==> src/rtl/amclk_pkg.sv <==
// Shared types and helpers for the audio master clock divider.
// Assumes a single synchronous clock domain for all users.
package amclk_pkg;

    // Oversampling base of the incoming timebase.
    typedef enum logic {
        BASE_512 = 1'b0,
        BASE_384 = 1'b1
    } base_e;

    // Largest legal divide code for a given base.
    function automatic int code_limit(base_e b, int lim512, int lim384);
        return (b == BASE_384) ? lim384 : lim512;
    endfunction

endpackage

==> src/rtl/amclk_code_sat.sv <==
// Clamps the requested divide code to the largest code that is legal
// for the requested base. Purely combinational; no state.
// Assumes LIM_384 <= LIM_512 < 2**CODE_W.
module amclk_code_sat
    import amclk_pkg::*;
#(
    parameter int CODE_W  = 3,
    parameter int LIM_512 = 4,
    parameter int LIM_384 = 3
) (
    input  logic [CODE_W-1:0] code_in,
    input  base_e             base_in,
    output logic [CODE_W-1:0] code_out
);

    localparam logic [CODE_W-1:0] L512 = CODE_W'(LIM_512);
    localparam logic [CODE_W-1:0] L384 = CODE_W'(LIM_384);

    logic [CODE_W-1:0] lim;

    // Select the clamp limit and saturate the code against it.
    always_comb begin
        lim      = (base_in == BASE_384) ? L384 : L512;
        code_out = (code_in > lim) ? lim : code_in;
    end

endmodule

==> src/rtl/amclk_div_core.sv <==
// Power-of-two tick divider with glitch-free reconfiguration.
// Counts os_tick pulses and toggles the output every 2**code ticks.
// Settings and run are sampled only on the tick where the output falls,
// or on any tick while stopped. gate is a synchronous hard stop.
// Assumes req_code is already clamped to the limit of req_base.
module amclk_div_core
    import amclk_pkg::*;
#(
    parameter int CODE_W  = 3,
    parameter int LIM_512 = 4,
    parameter int LIM_384 = 3,
    parameter int CNT_W   = LIM_512 + 1
) (
    input  logic              clk,
    input  logic              rst_n,
    input  logic              os_tick,
    input  logic              gate,
    input  logic              run,
    input  logic [CODE_W-1:0] req_code,
    input  base_e             req_base,
    output logic              mclk_q,
    output logic              act_on,
    output base_e             act_base
);

    logic [CODE_W-1:0] act_code;
    logic [CNT_W-1:0]  cnt;
    logic [CNT_W-1:0]  lim;
    logic              wrap;

    // Last count value of a half period for the applied code.
    always_comb begin
        lim  = (CNT_W'(1) << act_code) - CNT_W'(1);
        wrap = (cnt == lim);
    end

    // Divider state: counter, output level and applied settings.
    always_ff @(posedge clk) begin
        if (!rst_n) begin
            act_on   <= 1'b0;
            act_code <= '0;
            act_base <= BASE_512;
            cnt      <= '0;
            mclk_q   <= 1'b0;
        end else if (gate) begin
            act_on   <= 1'b0;
            act_code <= req_code;
            act_base <= req_base;
            cnt      <= '0;
            mclk_q   <= 1'b0;
        end else if (os_tick) begin
            if (!act_on) begin
                act_code <= req_code;
                act_base <= req_base;
                cnt      <= '0;
                act_on   <= run;
            end else if (wrap) begin
                cnt <= '0;
                if (mclk_q) begin
                    mclk_q   <= 1'b0;
                    act_code <= req_code;
                    act_base <= req_base;
                    act_on   <= run;
                end else begin
                    mclk_q <= 1'b1;
                end
            end else begin
                cnt <= cnt + CNT_W'(1);
            end
        end
    end


    mclk_hold_chk: assert property (@(posedge clk) disable iff (!rst_n)
        (!os_tick && !gate) |=> $stable(mclk_q));


    gate_low_chk: assert property (@(posedge clk) disable iff (!rst_n)
        gate |=> !mclk_q);


    idle_low_chk: assert property (@(posedge clk) disable iff (!rst_n)
        !act_on |-> !mclk_q);


    code_apply_chk: assert property (@(posedge clk) disable iff (!rst_n)
        !$stable(act_code) |-> !mclk_q);


    code_limit_chk: assert property (@(posedge clk) disable iff (!rst_n)
        int'(act_code) <= code_limit(act_base, LIM_512, LIM_384));


    cnt_range_chk: assert property (@(posedge clk) disable iff (!rst_n)
        cnt <= lim);

endmodule

==> src/rtl/amclk_base_out.sv <==
// Registers the timebase tick for the downstream bit-clock generator.
// The tick is passed on only while the divider is running and not gated.
module amclk_base_out (
    input  logic clk,
    input  logic rst_n,
    input  logic os_tick,
    input  logic act_on,
    input  logic gate,
    output logic base_tick
);

    // One-cycle delayed, qualified copy of the timebase tick.
    always_ff @(posedge clk) begin
        if (!rst_n) base_tick <= 1'b0;
        else        base_tick <= os_tick & act_on & ~gate;
    end


    tick_idle_chk: assert property (@(posedge clk) disable iff (!rst_n)
        !$past(act_on) |-> !base_tick);

endmodule

==> src/rtl/amclk_divider.sv <==
// Audio master clock divider top. Clamps the divide code for the chosen
// base, divides the oversampling tick stream by 2**code into a 50% duty
// master clock, and forwards the base tick. All logic runs on clk.
module amclk_divider
    import amclk_pkg::*;
#(
    parameter int CODE_W  = 3,
    parameter int LIM_512 = 4,
    parameter int LIM_384 = 3
) (
    input  logic              clk,
    input  logic              rst_n,
    input  logic              os_tick,
    input  logic              base_sel,
    input  logic [CODE_W-1:0] mult_code,
    input  logic              run,
    input  logic              gate,
    output logic              mclk,
    output logic              base_tick,
    output logic              base_384
);

    localparam int CNT_W = LIM_512 + 1;

    base_e             req_base;
    base_e             act_base;
    logic [CODE_W-1:0] eff_code;
    logic              act_on;

    assign req_base = base_e'(base_sel);
    assign base_384 = (act_base == BASE_384);

    amclk_code_sat #(
        .CODE_W (CODE_W),
        .LIM_512(LIM_512),
        .LIM_384(LIM_384)
    ) i_sat (
        .code_in (mult_code),
        .base_in (req_base),
        .code_out(eff_code)
    );

    amclk_div_core #(
        .CODE_W (CODE_W),
        .LIM_512(LIM_512),
        .LIM_384(LIM_384),
        .CNT_W  (CNT_W)
    ) i_core (
        .clk     (clk),
        .rst_n   (rst_n),
        .os_tick (os_tick),
        .gate    (gate),
        .run     (run),
        .req_code(eff_code),
        .req_base(req_base),
        .mclk_q  (mclk),
        .act_on  (act_on),
        .act_base(act_base)
    );

    amclk_base_out i_bout (
        .clk      (clk),
        .rst_n    (rst_n),
        .os_tick  (os_tick),
        .act_on   (act_on),
        .gate     (gate),
        .base_tick(base_tick)
    );


    tick_follow_chk: assert property (@(posedge clk) disable iff (!rst_n)
        base_tick |-> $past(os_tick));

endmodule

==> config.mk <==
export PLATFORM = sky130hd
export DESIGN_NAME = amclk_divider
export DESIGN_NICKNAME = d
export VERILOG_FILES = /design/src/rtl/amclk_pkg.sv /design/src/rtl/amclk_code_sat.sv /design/src/rtl/amclk_div_core.sv /design/src/rtl/amclk_base_out.sv /design/src/rtl/amclk_divider.sv
export SDC_FILE = /design/constraint.sdc
export NUM_CORES = 1
export LEC_CHECK = 0
export CORE_MARGIN = 4
export CORE_UTILIZATION = 30
export DETAILED_ROUTE_END_ITERATION = 6
export MAX_ROUTING_LAYER = met4
export PLACE_DENSITY = 0.52
export SLEW_MARGIN = 20
export SYNTH_ARGS = -nofsm -noshare
export SYNTH_HDL_FRONTEND = slang
export SYNTH_SLANG_ARGS = --single-unit
==> constraint.sdc <==
create_clock -name clk -period 1.95 [get_ports clk]
set_input_delay 0.39 -clock clk [delete_from_list [all_inputs] [get_ports clk]]
set_output_delay 0.39 -clock clk [all_outputs]
set_load 0.03 [all_outputs]
==> results.yml <==
worst_setup_path:
  cpMaxStageDelayCell: "clkdlybuf4s50_1"
  cp_num_buf_inv: 1
  cp_top_family: "buffers and inverters"
  critical_path.max_stage_delay_ps: 700
  crit_chain: "clkdlybuf4s50_1"
  worstSetupPathType: "register to output pin"
  path_max_fanout: 6
  arrival_ps: 1400
  crit_required_ps: 1560
  crit_path_start_kind: "register"
  cp-end-kind: "output pin"
floorplanning:
  coreArea_um2: 2297
  die_area_um2: 3381
  fp.dieW_um: 58.15
  io_pins: 12
  initial_utilization: 0.3284
  rows: 17
  die_y_um: 58.15
finish:
  area_growth_pct: 25.70
  layout_commonest_cell: "nand2_1"
  stdcell_count: 132
  antenna_cells: 0
  drive_gt1_frac: 0.1442
  multi_input_area_um2: 462.9
  final_cell_mix: "nand2_1 (14), dfxtp_1 (12), clkdlybuf4s50_1 (11)"
  nets: 119
  fill_cells: 245
  final-seq-area_um2: 240.2
placement:
  place_inst: 128
  dp_slack_ps: -39.95
  portBuffers: 11
  hpwlAfterDp_mm: 1.225
  gp_congestion: 0.7621
logic_synthesis:
  async_flop_share: 0
  syn-instance-count: 87
  seq_area_frac_synth: 0.3184
  ys_types: 34
  synth-edff-count: 0
  synthesis.nets: 101
  synth_seq_cells: 12
  ys.flop_type: "dfxtp_1"
  yosysWarnings: 0
  syn-cell-area_um2: 754.5
  avgSynthCellArea_um2: 8.672
clock_network:
  postCtsSetupBuffers: 0
  cts-root-buf: "clkbuf_4"
  clkSlewWorstSetupHoldPaths_ps: 80
  cts_tree: "built"
  cts_buffer_depth: 2
  cts_sinks: 12
  ctsResizeCount: 0
  ctsHoldBuffers: 0
  cts_buffers: 3
  cts-htree-levels: 1
  insertion_delay_ps: 280
timing:
  fmax_mhz: 558.5
  fin_crit_ps: 1790
  rsz0062_at_grt: "false"
  setup_viol_count_final: 0
  skew_ps: 4.678
  final-hold-violation-count: 0
  finalCritPeriodShare: 0.9181
  timing.hold.ws_ps: 468.7
  max_slew_margin: 0.7439
  worst_slack_ps: 159.6
  fin_setup_tns_ps: 0
  tightest_slew_ps: 378.2
  slew_violations: 0
detailed_routing:
  route.detailed.drc: 0
  drt-initial-drc-count: 8
  dr.pass1.iters: 4
  routedWlPerCell_um: 11.47
  ant_nets: 0
  routed_wl_mm: 1.514
  vias: 654
  via_per_inst: 4.955
min_path:
  hold_path_class: "register to register"
grt:
  grt_pass1_vias: 606
  overflow: 0
  grt_max_degree: 8
  grt.total_usage: 0.1022
  grt_antenna_before_repair: 0
  grt_pass1_wl_mm: 2.656
power:
  p_clk_frac: 0.358
  combPwrFrac: 0.184
  switching_power_mw: 0.1499
  ir_worst_vdd_mv: 0.3738
  p_per_area_nw_per_um2: 601.4
  leakagePower_nw: 0.3668
  power_frac_seq: 0.458
  p_int_mw: 0.4205
  swShare: 0.2629
flow_run:
  drv_cap: 0
run_status:
  status: "complete, no violations"
==> power by group through the flow <==
| stage | combinational, mW | sequential, mW | clock [mW] |
|---|---|---|---|
| global route | 0.115 | 0.263 | 0.224 |
| CTS | 0.106 | 0.262 | 0.209 |
| global placement | 0.104 | 0.267 | 0 |
| floorplan | 0.0633 | 0.269 | 0 |
| finish | 0.105 | 0.261 | 0.204 |
| detailed placement | 0.105 | 0.268 | 0 |
==> layer usage <==
| metal | track usage | up-vias | part of all wire |
|---|---|---|---|
| met5 | - | - | 0 |
| met4 | 0.01987 | 0 | 0.0066 |
| met3 | 0.04009 | 3 | 0.040 |
| met2 | 0.1548 | 15 | 0.47 |
| met1 | 0.1290 | 290 | 0.49 |
| li1 | - | 346 | - |
==> per-stage QoR <==
stage,utilization,cell area (um2),power [mW]
floorplan,-,754.5,0.3319
global placement,0.3971,912.1,0.3708
detailed placement,0.3971,912.1,0.3728
CTS,0.4129,948.4,0.5760
global route,0.4129,948.4,0.6029
finish,0.4129,948.4,0.5704
==> cell type report <==
type | instances | area share
clock buffer | 4 | 0.03826
inverter | 7 | 0.02770
multi-input combinational | 65 | 0.4881
sequential | 12 | 0.2533
tap | 28 | 0.03694
timing repair buffer | 16 | 0.1557
==> cell usage after synthesis, drive strengths merged, types with 2 or more instances <==
| master | n | share of area |
|---|---|---|
| mux2i | 4 | 0.053 |
| nand2b | 2 | 0.017 |
| o21ai | 6 | 0.040 |
| o211a | 2 | 0.027 |
| a31oi | 2 | 0.025 |
| or3 | 2 | 0.017 |
| nand2 | 14 | 0.070 |
| xor2 | 3 | 0.035 |
| nand3 | 3 | 0.020 |
| o211ai | 2 | 0.027 |
| a21oi | 4 | 0.027 |
| dfxtp | 12 | 0.32 |
| nor2 | 2 | 0.010 |
| inv | 7 | 0.035 |
| ha | 5 | 0.083 |
==> registers in the layout, indices dropped and copies added (netlist names) <==
name              cells
i_core.mclk_q         1
i_core.act_base       1
i_core.cnt            5
i_core.act_code       3
i_core.act_on         1
i_bout.base_tick      1
==> final timing paths <==
path | from | endpoint | slack [ps] | depth (start not counted)
worst min-delay path | i_core.act_base | i_core.act_base | 470 | 2
worst min register to register | i_core.act_base | i_core.act_base | 470 | 2
worst max register to register | i_core.act_code[0] | i_core.mclk_q | 210 | 5
worst max-delay path | i_core.mclk_q | mclk | 160 | 1
==> cells by family (layout without fill, tap and decap cells) <==
family,count (synthesis),count (layout),synth area share
and+or+nand+nor,28,28,0.1841
DFF,12,12,0.3184
buffers and inverters,10,27,0.06799
AOI/OAI and AO/OA,24,24,0.2438
muxes,5,5,0.06799
xor gates and xnor gates,3,3,0.03483
adders and majority gates,5,5,0.08292
(Power assumes the default switching activity.)
